--- src/rtl/tlb2_pkg.sv ---
package tlb2_pkg;
  localparam int unsigned VPN_BITS = 4;
  localparam int unsigned PPN_BITS = 8;
  localparam int unsigned FETCH_CYCLES = 25;

  // slot to overwrite: first empty one, else the least recently used
  function automatic logic pick_victim(input logic [1:0] occ, input logic lru_slot);
    if (!occ[0]) return 1'b0;
    if (!occ[1]) return 1'b1;
    return lru_slot;
  endfunction

  // the other slot becomes least recently used once 'used' is touched
  function automatic logic next_lru(input logic used);
    return ~used;
  endfunction
endpackage

--- src/rtl/tlb2_ptab.sv ---
module tlb2_ptab #(
  parameter int unsigned VPN_W = 4,
  parameter int unsigned PPN_W = 8
) (
  input  logic             clk,
  input  logic             rst_n,
  input  logic             wr_en,
  input  logic [VPN_W-1:0] wr_vpn,
  input  logic             wr_valid,
  input  logic [PPN_W-1:0] wr_ppn,
  input  logic [VPN_W-1:0] rd_vpn,
  output logic             rd_valid,
  output logic [PPN_W-1:0] rd_ppn
);
  localparam int unsigned DEPTH = 1 << VPN_W;

  logic             ent_vld [DEPTH];
  logic [PPN_W-1:0] ent_ppn [DEPTH];

  always_ff @(posedge clk) begin
    if (!rst_n) begin
      for (int i = 0; i < DEPTH; i++) begin
        ent_vld[i] <= 1'b0;
        ent_ppn[i] <= '0;
      end
    end else if (wr_en) begin
      ent_vld[wr_vpn] <= wr_valid;
      ent_ppn[wr_vpn] <= wr_ppn;
    end
  end

  assign rd_valid = ent_vld[rd_vpn];
  assign rd_ppn   = ent_ppn[rd_vpn];
endmodule

--- src/rtl/tlb2_slots.sv ---
module tlb2_slots
  import tlb2_pkg::*;
#(
  parameter int unsigned VPN_W = 4,
  parameter int unsigned PPN_W = 8
) (
  input  logic             clk,
  input  logic             rst_n,
  input  logic [VPN_W-1:0] lk_vpn,
  input  logic             touch_en,
  input  logic             fill_en,
  input  logic [VPN_W-1:0] fill_vpn,
  input  logic [PPN_W-1:0] fill_ppn,
  output logic             hit,
  output logic [PPN_W-1:0] hit_ppn
);
  localparam int unsigned SLOTS = 2;

  logic [SLOTS-1:0] occ;
  logic [VPN_W-1:0] tag [SLOTS];
  logic [PPN_W-1:0] dat [SLOTS];
  logic             lru;
  logic [SLOTS-1:0] match;
  logic             hit_slot;
  logic             victim;

  for (genvar g = 0; g < SLOTS; g++) begin : g_cmp
    assign match[g] = occ[g] && (tag[g] == lk_vpn);
  end

  assign hit      = |match;
  assign hit_slot = match[1];
  assign hit_ppn  = hit_slot ? dat[1] : dat[0];
  assign victim   = pick_victim(occ, lru);

  always_ff @(posedge clk) begin
    if (!rst_n) begin
      occ <= '0;
      lru <= 1'b0;
      for (int i = 0; i < SLOTS; i++) begin
        tag[i] <= '0;
        dat[i] <= '0;
      end
    end else if (fill_en) begin
      occ[victim] <= 1'b1;
      tag[victim] <= fill_vpn;
      dat[victim] <= fill_ppn;
      lru         <= next_lru(victim);
    end else if (touch_en) begin
      lru <= next_lru(hit_slot);
    end
  end
endmodule

--- src/rtl/tlb2_fetch.sv ---
module tlb2_fetch #(
  parameter int unsigned VPN_W    = 4,
  parameter int unsigned MISS_LAT = 25
) (
  input  logic             clk,
  input  logic             rst_n,
  input  logic             start,
  input  logic [VPN_W-1:0] start_vpn,
  output logic             busy,
  output logic             done,
  output logic [VPN_W-1:0] fetch_vpn
);
  localparam int unsigned CNT_W = $clog2(MISS_LAT + 1);
  localparam logic [CNT_W-1:0] CNT_LOAD = CNT_W'(MISS_LAT - 1);

  logic [CNT_W-1:0] remain;

  always_ff @(posedge clk) begin
    if (!rst_n) begin
      busy      <= 1'b0;
      remain    <= '0;
      fetch_vpn <= '0;
    end else if (!busy) begin
      if (start) begin
        busy      <= 1'b1;
        remain    <= CNT_LOAD;
        fetch_vpn <= start_vpn;
      end
    end else if (remain == '0) begin
      busy <= 1'b0;
    end else begin
      remain <= remain - 1'b1;
    end
  end

  assign done = busy && (remain == '0);
endmodule

--- src/rtl/tlb2_top.sv ---
module tlb2_top
  import tlb2_pkg::*;
#(
  parameter int unsigned VPN_W    = VPN_BITS,
  parameter int unsigned PPN_W    = PPN_BITS,
  parameter int unsigned MISS_LAT = FETCH_CYCLES
) (
  input  logic             clk,
  input  logic             rst_n,
  input  logic             pt_wr_en,
  input  logic [VPN_W-1:0] pt_wr_vpn,
  input  logic             pt_wr_valid,
  input  logic [PPN_W-1:0] pt_wr_ppn,
  input  logic             req_valid,
  input  logic [VPN_W-1:0] req_vpn,
  output logic             busy,
  output logic             rsp_valid,
  output logic             rsp_hit,
  output logic             rsp_fault,
  output logic [PPN_W-1:0] rsp_ppn
);
  logic             lk_go, slot_hit, hit_fire, miss_fire;
  logic [PPN_W-1:0] slot_ppn;
  logic             fetch_done;
  logic [VPN_W-1:0] fetch_vpn;
  logic             pte_valid;
  logic [PPN_W-1:0] pte_ppn;
  logic             fill_en;

  assign lk_go     = req_valid && !busy;
  assign hit_fire  = lk_go && slot_hit;
  assign miss_fire = lk_go && !slot_hit;
  assign fill_en   = fetch_done && pte_valid;

  tlb2_ptab #(.VPN_W(VPN_W), .PPN_W(PPN_W)) u_ptab (
    .clk(clk), .rst_n(rst_n),
    .wr_en(pt_wr_en), .wr_vpn(pt_wr_vpn), .wr_valid(pt_wr_valid), .wr_ppn(pt_wr_ppn),
    .rd_vpn(fetch_vpn), .rd_valid(pte_valid), .rd_ppn(pte_ppn)
  );

  tlb2_slots #(.VPN_W(VPN_W), .PPN_W(PPN_W)) u_slots (
    .clk(clk), .rst_n(rst_n),
    .lk_vpn(req_vpn), .touch_en(hit_fire),
    .fill_en(fill_en), .fill_vpn(fetch_vpn), .fill_ppn(pte_ppn),
    .hit(slot_hit), .hit_ppn(slot_ppn)
  );

  tlb2_fetch #(.VPN_W(VPN_W), .MISS_LAT(MISS_LAT)) u_fetch (
    .clk(clk), .rst_n(rst_n),
    .start(miss_fire), .start_vpn(req_vpn),
    .busy(busy), .done(fetch_done), .fetch_vpn(fetch_vpn)
  );

  assign rsp_valid = hit_fire || fetch_done;
  assign rsp_hit   = hit_fire;
  assign rsp_fault = fetch_done && !pte_valid;
  assign rsp_ppn   = hit_fire ? slot_ppn : (fill_en ? pte_ppn : '0);
endmodule

--- config.mk ---
export PLATFORM = sky130hd
export DESIGN_NAME = tlb2_top
export DESIGN_NICKNAME = d
export VERILOG_FILES = /design/src/rtl/tlb2_pkg.sv /design/src/rtl/tlb2_ptab.sv /design/src/rtl/tlb2_slots.sv /design/src/rtl/tlb2_fetch.sv /design/src/rtl/tlb2_top.sv
export SDC_FILE = /design/constraint.sdc
export NUM_CORES = 1
export LEC_CHECK = 0
export BUFFER_PORTS_ARGS = -buffer_cell sky130_fd_sc_hd__buf_2
export CORE_MARGIN = 10
export CORE_UTILIZATION = 50
export CTS_CLUSTER_DIAMETER = 100
export CTS_CLUSTER_SIZE = 20
export DETAILED_ROUTE_END_ITERATION = 7
export GPL_ROUTABILITY_DRIVEN = 0
export HOLD_SLACK_MARGIN = 0.12
export PLACE_DENSITY = 0.72
export SLEW_MARGIN = 20
export SYNTH_ARGS = -nofsm -noshare
export SYNTH_HDL_FRONTEND = slang
export SYNTH_HIERARCHICAL = 1
export SYNTH_SLANG_ARGS = --single-unit
export TNS_END_PERCENT = 100
--- constraint.sdc ---
create_clock -name clk -period 4.4 [get_ports clk]
set_input_delay 0.22 -clock clk [delete_from_list [all_inputs] [get_ports clk]]
set_output_delay 0.22 -clock clk [all_outputs]
set_load 0.005 [all_outputs]
==> results of run 1 <==
==> critical path, cell delays in order (launching register included) <==
cell and delay, ps:
dfxtp_1 690, buf_4 450, mux4_2 370, a22oi_1 270, nand2_1 170, and3_1 220
mux2_2 260, buf_2 130
==> through the flow <==
step / hold slack, ps / power (W) / cells / worst slack (ps)
floorplan: 350.4 / 0.002266 / 619 / 1922
global placement: 454.8 / 0.002378 / 838 / 1390
detailed placement: 466.9 / 0.002393 / 838 / 1305
CTS: 122.1 / 0.003929 / 872 / 1109
global route: 161.4 / 0.004038 / 872 / 994.0
finish: 126.5 / 0.003909 / 872 / 1160
==> layout by cell type, fill, tap and decap left out, drive strengths merged, types with 2 or more instances in the layout <==
cell type    count
nor2b            6
nor3             7
a31oi            2
nand2           22
dlygate4sd3      2
edfxtp         152
a21oi            3
mux4            36
nor4b            2
xnor2            2
o21ai           17
a22oi           18
mux2i            8
a211oi           3
and4b            2
nand2b           8
bufinv           4
nand4bb          2
mux2            16
and2            58
dfxtp           29
o211ai           8
clkinv           9
o31ai            8
clkbuf          20
buf             51
nand3b           2
and3           104
nand4b           3
nor2            17
xor2             6
inv              6
nand3            8
==> Yosys cell counts (2+ instances only) <==
master	count
nor2b_1	6
nand3_1	8
edfxtp_1	152
nand2b_1	8
o21ai_0	17
buf_2	9
dfxtp_1	29
nand2_1	22
o31ai_1	8
inv_1	6
buf_4	2
nand4bb_1	2
clkdlybuf4s25_2	2
mux4_2	21
a31oi_1	2
and3_1	104
mux2_2	16
and4b_1	2
xor2_1	6
mux4_1	15
a22oi_1	18
nor3_1	7
mux2i_1	8
nor2_1	17
clkbuf_1	34
a211oi_1	2
and2_1	58
buf_6	2
o211ai_1	8
a21oi_1	3
nand4b_2	2
xnor2_1	2
==> cell families (layout without fill, tap and decap cells) <==
logic type	count (synthesis)	in the layout	share of synthesized area, %
AO/OA/AOI/OAI	61	61	4.796
buffers and inverters	59	92	3.429
flip-flops	181	181	59.76
multiplexers	60	60	13.09
adder cells (fa/ha/maj)	1	1	0.1453
XOR/XNOR	8	8	0.8139
AND/OR/NAND/NOR	249	249	17.96
==> layer usage <==
layer  vias up  wire [µm]  track usage, %
met4         0        399           6.160
met2       225       9519           27.60
met5         -          0               0
met1      2670       8461           23.66
li1       2417          -               -
met3        25       1525           4.505
==> state kept, by name, summed over array words and instances, names as in the netlist <==
register           flops
u_slots/lru            1
u_slots/tag            8
u_slots/dat           16
u_ptab/ent_ppn       128
u_slots/occ            2
u_fetch/busy           1
u_ptab/ent_vld        16
u_fetch/fetch_vpn      4
u_fetch/remain         5
==> repair_timing <==
| action | CTS | global route |
|---|---|---|
| hold endpoints to repair | 3 | 0 |
| hold buffers | 2 | 0 |
| endpoints found under the setup margin | 0 | 0 |
==> power breakdown <==
part           internal [W]  total, W  switching, W
registers           0.00194   0.00199     0.0000483
logic              0.000147  0.000368      0.000221
clock network      0.000941   0.00155      0.000608
==> final cells by class <==
cell class	count	area (µm²)	share of cell area [%]
Multi-Input combinational cell	379	3169	33.23
Sequential cell	181	5146	53.96
Inverter	7	26.28	0.2755
Tap cell	220	275.3	2.886
Clock buffer	20	436.7	4.579
Clock inverter	12	160.2	1.679
Timing Repair Buffer	53	322.8	3.385
==> worst paths after layout <==
check	from	slack (ps)	cells past startpoint	end
worst max-delay path	u_fetch/fetch_vpn[1]	1160	7	rsp_ppn[6]
worst max register to register	u_fetch/fetch_vpn[3]	1250	8	u_slots/dat[0][0]
worst min register to register	u_ptab/ent_vld[4]	480	2	u_ptab/ent_vld[4]
worst min-delay path	req_vpn[3]	130	3	u_fetch/fetch_vpn[3]
==> impl_metrics.tcl, run 1 <==
set metrics [dict create \
    postSynthCellCount 619 \
    worstSkewPairLatency_ps 430 \
    crit_arrival_ps 3020 \
    synth_flop_cell "edfxtp_1" \
    rsz0062_at_grt "no" \
    clock_skew_ps 5.572 \
    status "complete, no violations" \
    area.growth.synth_to_final_pct 10.77 \
    core_region_area_um2 16760 \
    antenna_left 0 \
    fin_crit_ps 3240 \
    critPathMaxFanout 27 \
    p_leak_nw 3.769 \
    post-cts-setup-buffers 0 \
    route.detailed.drc 0 \
    endpoint_kind "primary output" \
    die_w_um 151.2 \
    grt_pass1_vias 5353 \
    synthDominantCellAreaShare_pct 53.02 \
    slew_headroom_pct 45.88 \
    max_freq_mhz 308.6 \
    powerDensity_nw_per_um2 409.9 \
    start_kind "flop" \
    numCtsBuffers 17 \
    num_rows 47 \
    ys_types 53 \
    yosysTopAreaCell "edfxtp_1" \
    worst_slew_pin_slew_ps 811.8 \
    final_area_um2 9537 \
    antenna_found_initial 1 \
    synth.area.top_cells "edfxtp_1, and3_1, dfxtp_1" \
    syn_area_um2 8610 \
    synth_warnings 6 \
    postCtsResizedCells 0 \
    io_buffer_count 32 \
    die_h_um 151.2 \
    layout.nets 661 \
    cts_buffer_depth 2 \
    dr.pass1.iters 5 \
    post-route-period-util_pct 73.64 \
    ys_seq_area_share_pct 59.76 \
    dp_hpwl_um 12810 \
    synth_edf_count 152 \
    ys_ff_latch 181 \
    dr_total_vias 5337 \
    grtUsageTotal_pct 17.73 \
    hold_violations 0 \
    synthArstFlopShare_pct 0 \
    irDropWorstVdd_mv 0.2657 \
    drt_iter0_drc 622 \
    n_antenna_cell 0 \
    clkSinkCount 181 \
    grt_max_degree 45 \
    required_ps 4180 \
    syn_avg_cell_area_um2 13.91 \
    setup-violations-final 0 \
    wl_per_cell_um 22.83 \
    finalMaxSlewViolations 0 \
    root_buffer "clkbuf_16" \
    nFillCells 1357 \
    fin_setup_tns_ps 0 \
    post_dp_cell_area_um2 8920 \
    start_util_pct 51.37 \
    via_per_inst 6.120 \
    holdCritPathClass "in2reg" \
    die_area_um2 22870 \
    routed_wl_um 19910 \
    htreeDepth 4 \
    grt_first_pass_wirelength_um 30740 \
    clk_pin_slew_worst_paths_ps 60 \
    cts_tree "built" \
    drive_gt1_share_pct 19.17 \
    synth_nets 641 \
    grt_overflow_total 0 \
    drv_cap 0 \
    worstSetupPathType "reg2out" \
    utilization_pct 56.90 \
    io_pins 33 \
]
No activity file was read; power rests on OpenSTA's default activity.
==> run 2: changes to the inputs <==
--- a/config.mk
+++ b/config.mk
@@ -13,7 +13,7 @@
 export DETAILED_ROUTE_END_ITERATION = 7
 export GPL_ROUTABILITY_DRIVEN = 0
 export HOLD_SLACK_MARGIN = 0.12
-export PLACE_DENSITY = 0.72
+export PLACE_DENSITY = 0.74
 export SLEW_MARGIN = 20
 export SYNTH_ARGS = -nofsm -noshare
 export SYNTH_HDL_FRONTEND = slang
==> constraint.sdc (replaced) <==
create_clock -name clk -period 2.7 [get_ports clk]
set_input_delay 0.135 -clock clk [delete_from_list [all_inputs] [get_ports clk]]
set_output_delay 0.135 -clock clk [all_outputs]
set_load 0.005 [all_outputs]
==> run 2 against run 1 <==
Against the previous run:
- sequential cell count did not move
- cell count up 2.6%
- setup slack got worse by 1100 ps
- non-clock buffer count increased by 23
- largest cell class unchanged
- largest power group unchanged
- highest routed layer unchanged
==> impl_metrics.tcl, run 2 (synthesis gave the netlist of run 1 again) <==
set metrics [dict create \
    hold_violations 0 \
    top_register "u_ptab/ent_ppn" \
    post-route-period-util_pct 98.83 \
    clock_skew_ps 9.920 \
    drv_cap 0 \
    root_buffer "clkbuf_16" \
    worstSetupPathType "reg2out" \
    p_leak_nw 3.816 \
    cts_tree "built" \
    wl_met2_um 10440 \
    antenna_left 0 \
    start_util_pct 51.37 \
    endpoint_kind "primary output" \
    layout.nets 684 \
    numCtsBuffers 17 \
    worstSkewPairLatency_ps 430 \
    grt_first_pass_wirelength_um 31970 \
    area.growth.synth_to_final_pct 14.10 \
    worstHoldPathCells 3 \
    cts_buffer_depth 2 \
    critPathMaxFanout 7 \
    num_rows 47 \
    status "complete, no violations" \
    final_cell_mix "edfxtp_1, and3_1, and2_1, mux4_2, buf_2" \
    die_w_um 151.2 \
    grt_overflow_total 0 \
    powerDensity_nw_per_um2 644.5 \
    finalMaxSlewViolations 0 \
    clkSinkCount 181 \
    crit_arrival_ps 2530 \
    whs_endpoint "u_ptab/ent_vld[4]" \
    slew_headroom_pct 43.83 \
    worst_slew_pin_slew_ps 842.0 \
    dp_hpwl_um 13130 \
    highest_layer "met4" \
    die_h_um 151.2 \
    drive_gt1_share_pct 27.41 \
    reg2reg_slack_ps 140 \
    finalPower_w 0.006331 \
    fin_crit_ps 2668 \
    dp_cells 851 \
    start_kind "flop" \
    hp-start "pt_wr_vpn[1]" \
    setup-violations-final 0 \
    max_freq_mhz 374.8 \
    n_antenna_cell 0 \
    dr.pass1.iters 6 \
    htreeDepth 4 \
    layout_commonest_cell "edfxtp_1" \
    required_ps 2570 \
    drt_iter0_drc 621 \
    die_area_um2 22870 \
    grt_max_degree 37 \
    irDropWorstVdd_mv 0.5554 \
    largest_register_ffs 128 \
    antenna_found_initial 0 \
    route.detailed.drc 0 \
    grt_pass1_vias 5606 \
    via_per_inst 6.121 \
    stdcell_count 895 \
    routed_wl_um 20850 \
    core_region_area_um2 16760 \
    reg_top3 "u_ptab/ent_ppn x128, u_ptab/ent_vld x16, u_slots/dat x16" \
    reg2reg_from "u_fetch/fetch_vpn[0]" \
    rsz0062_at_grt "yes" \
    grtUsageTotal_pct 18.63 \
    clk_pin_slew_worst_paths_ps 60 \
    met3_length_um 1809 \
    holdCritPathClass "in2reg" \
    wirelength_met1_um 8319 \
    dr_total_vias 5478 \
    rr_endpoint "u_slots/dat[0][0]" \
    io_buffer_count 32 \
    wl_per_cell_um 23.30 \
    io_pins 33 \
    r2r_cells 8 \
]
run 2: cell type report:
type / instances / area (µm²)
Clock inverter: 14 / 136.4
Timing Repair Buffer: 76 / 575.6
Fill cell: 1279 / 6937
Tap cell: 220 / 275.3
Inverter: 7 / 26.28
Clock buffer: 18 / 429.2
Sequential cell: 181 / 5150
Multi-Input combinational cell: 379 / 3231
run 2: worst max path at each step:
| stage | from | slack (ps) | endpoint |
|---|---|---|---|
| 2_1_floorplan | u_fetch/fetch_vpn[0] | 220 | u_slots/dat[0][0] |
| 3_5_place_dp | u_fetch/fetch_vpn[0] | 240 | u_slots/dat[0][3] |
| 5_1_grt | u_fetch/fetch_vpn[0] | -30 | rsp_ppn[7] |
| 3_3_place_gp | u_fetch/fetch_vpn[0] | 340 | u_slots/dat[0][2] |
| 4_1_cts | u_fetch/fetch_vpn[0] | -9 | rsp_ppn[1] |
| 6_report | u_fetch/fetch_vpn[0] | 30 | rsp_ppn[6] |
run 2: where the power goes:
part           total [W]  switching (W)  internal [W]
combinational   0.000723       0.000415      0.000308
sequential       0.00324      0.0000689       0.00317
clock            0.00237        0.00102       0.00135
total            0.00633        0.00150       0.00483
run 2: critical path, stage by stage (launching register included):
cell and delay, ps:
dfxtp_4 450, clkbuf_16 200, mux4_2 510, a22oi_2 280
nand2_2 110, and3_4 160, mux2_2 260, buf_2 130
run 2: per-layer routing:
layer  track usage [%]  up-vias
li1                  -     2464
met1             22.82     2730
met2             31.08      258
met3             5.042       26
met4             6.593        0
met5                 0        -
run 2: repair_timing:
item | CTS | global route
resized for setup | 19 | 29
hold endpoints to repair | 8 | 0
cloned | 1 | 1
hold buffers | 6 | 0
pin swaps | 5 | 14
setup buffers | 4 | 1
setup endpoints to repair | 8 | 20
run 2: per-stage QoR:
stage | utilization, % | instance area [µm²] | TNS [ps] | hold WS (ps) | setup WS, ps
3_5_place_dp | 53.88 | 9030 | 0 | 438.6 | 236.3
3_3_place_gp | 53.88 | 9030 | 0 | 451.7 | 338.0
5_1_grt | 58.61 | 9823 | -55.24 | 172.8 | -27.15
6_report | 58.61 | 9823 | 0 | 145.0 | 31.56
2_1_floorplan | - | 8610 | 0 | 265.4 | 221.8
4_1_cts | 58.28 | 9768 | -8.726 | 123.1 | -8.726
==> run 3: changes to the inputs <==
--- a/config.mk
+++ b/config.mk
@@ -7,13 +7,13 @@
 export LEC_CHECK = 0
 export BUFFER_PORTS_ARGS = -buffer_cell sky130_fd_sc_hd__buf_2
 export CORE_MARGIN = 10
-export CORE_UTILIZATION = 50
+export CORE_UTILIZATION = 40
 export CTS_CLUSTER_DIAMETER = 100
 export CTS_CLUSTER_SIZE = 20
 export DETAILED_ROUTE_END_ITERATION = 7
 export GPL_ROUTABILITY_DRIVEN = 0
 export HOLD_SLACK_MARGIN = 0.12
-export PLACE_DENSITY = 0.74
+export PLACE_DENSITY = 0.63
 export SLEW_MARGIN = 20
 export SYNTH_ARGS = -nofsm -noshare
 export SYNTH_HDL_FRONTEND = slang
==> run 3 against run 2 <==
Against the previous run:
- non-clock buffer count is 8 higher
- critical endpoint is now rsp_ppn[4]
- highest routed layer unchanged
- first-iteration DRC count up 0.16%
- register-to-register slack is essentially flat
==> impl_metrics.tcl, run 3 (synthesis gave the netlist of run 1 again) <==
set metrics [dict create \
    endpoint_kind "primary output" \
    grt_first_pass_wirelength_um 33510 \
    layout_commonest_cell "edfxtp_1" \
    top_register "u_ptab/ent_ppn" \
    required_ps 2570 \
    reg_top3 "u_ptab/ent_ppn x128, u_ptab/ent_vld x16, u_slots/dat x16" \
    setup-violations-final 0 \
    numCtsBuffers 17 \
    htreeDepth 4 \
    grt_pass1_vias 5569 \
    drv_cap 0 \
    multi_input_area_um2 3261 \
    cts_tree "built" \
    powerDensity_nw_per_um2 646.0 \
    dp_hpwl_um 13500 \
    p_leak_nw 3.898 \
    cts_buffer_depth 2 \
    cp_slowest_cell "mux4_2" \
    dr_total_vias 5473 \
    die_w_um 166.7 \
    status "complete, no violations" \
    clk_pin_slew_worst_paths_ps 70 \
    start_util_pct 40.83 \
    worst_slew_pin_slew_ps 890.9 \
    io_pins 33 \
    hold_violations 0 \
    whs_ps 146.9 \
    final_cell_mix "edfxtp_1, and3_1, and2_1, buf_4, mux4_2" \
    crit_chain "buf_12, buf_8, mux4_2, a22oi_2, nand2_4, and3_4, mux2_4, buf_6" \
    largest_register_ffs 128 \
    area.growth.synth_to_final_pct 16.86 \
    wl_per_cell_um 22.21 \
    finalPower_w 0.006499 \
    grt_max_degree 37 \
    num_rows 53 \
    holdCritPathClass "in2reg" \
    dr.pass1.iters 5 \
    fin_setup_tns_ps 0 \
    start_kind "flop" \
    max_freq_mhz 370.8 \
    clkSinkCount 181 \
    regArea_um2 5150 \
    fin_crit_ps 2697 \
    die_h_um 166.7 \
    worstSetupPathType "reg2out" \
    io_buffer_count 32 \
    clock_skew_ps 14.00 \
    critPathMaxFanout 6 \
    cpPeakStageDelay_ps 520 \
    utilization_pct 47.71 \
    antenna_found_initial 1 \
    core_region_area_um2 21090 \
    post-route-period-util_pct 99.87 \
    irDropWorstVdd_mv 0.4239 \
    rsz0062_at_grt "yes" \
    root_buffer "clkbuf_16" \
    grtUsageTotal_pct 15.39 \
    antenna_left 0 \
    drive_gt1_share_pct 29.43 \
    die_area_um2 27790 \
    route.detailed.drc 0 \
    grt_overflow_total 0 \
    slew_headroom_pct 40.39 \
    finalMaxSlewViolations 0 \
    routed_wl_um 21300 \
    nFillCells 1830 \
    worstSkewPairLatency_ps 430 \
    layout.nets 692 \
    via_per_inst 5.707 \
    drt_iter0_drc 622 \
    crit_arrival_ps 2560 \
]
## run 3: cell type report
cell class,instances,share of cell area (%)
diodes,1,0.02487
clock buffers,17,4.228
clock inverters,15,1.729
inverters,7,0.2612
multi-input cells,379,32.41
flip-flops and latches,181,51.19
well taps,275,3.420
repair buffers,84,6.740
## run 3: worst paths after layout
| kind | depth (start not counted) | endpoint | slack [ps] | startpoint |
|---|---|---|---|---|
| worst max-delay path | 8 | rsp_ppn[4] | 3 | u_fetch/fetch_vpn[0] |
| worst min-delay path | 3 | u_ptab/ent_vld[13] | 150 | pt_wr_vpn[3] |
| worst max register to register | 11 | u_slots/tag[1][0] | 130 | u_fetch/fetch_vpn[0] |
| worst min register to register | 2 | u_ptab/ent_vld[15] | 480 | u_ptab/ent_vld[15] |
## run 3: timing repair
| action | CTS | global route |
|---|---|---|
| setup buffers | 7 | 3 |
| resized for setup | 47 | 12 |
| setup endpoints to repair | 8 | 32 |
| endpoints found under the hold margin | 9 | 0 |
| pin swaps | 19 | 14 |
| hold buffers | 6 | 0 |
| gates cloned | 3 | 0 |
## run 3: per-stage QoR
step	worst slack, ps	cells	area [µm²]
after floorplan	221.8	619	8610
after global placement	171.5	909	9141
after detailed placement	175.0	909	9141
after CTS	-36.93	957	10030
after global routing	-96.60	958	10060
final	3.453	959	10060
## run 3: routing by layer
metal / wire length [µm] / GRT usage (%) / up-vias
met4: 325 / 5.002 / 0
li1: - / - / 2468
met3: 1172 / 4.072 / 23
met1: 9394 / 20.31 / 2800
met5: 0 / 0 / -
met2: 10400 / 24.14 / 182
## run 3: critical path: cells and delay by family (launching register included)
kind,cells,cell delay (ps)
AOI/OAI and AO/OA,1,280
buffers and inverters,3,400
DFF,1,430
muxes,2,780
and+or+nand+nor,2,250
## run 3: power breakdown
group,internal [W],leakage [nW],switching [W]
logic,0.000329,1.91,0.000430
clock network,0.00139,0.282,0.00112
registers,0.00317,1.70,0.0000661
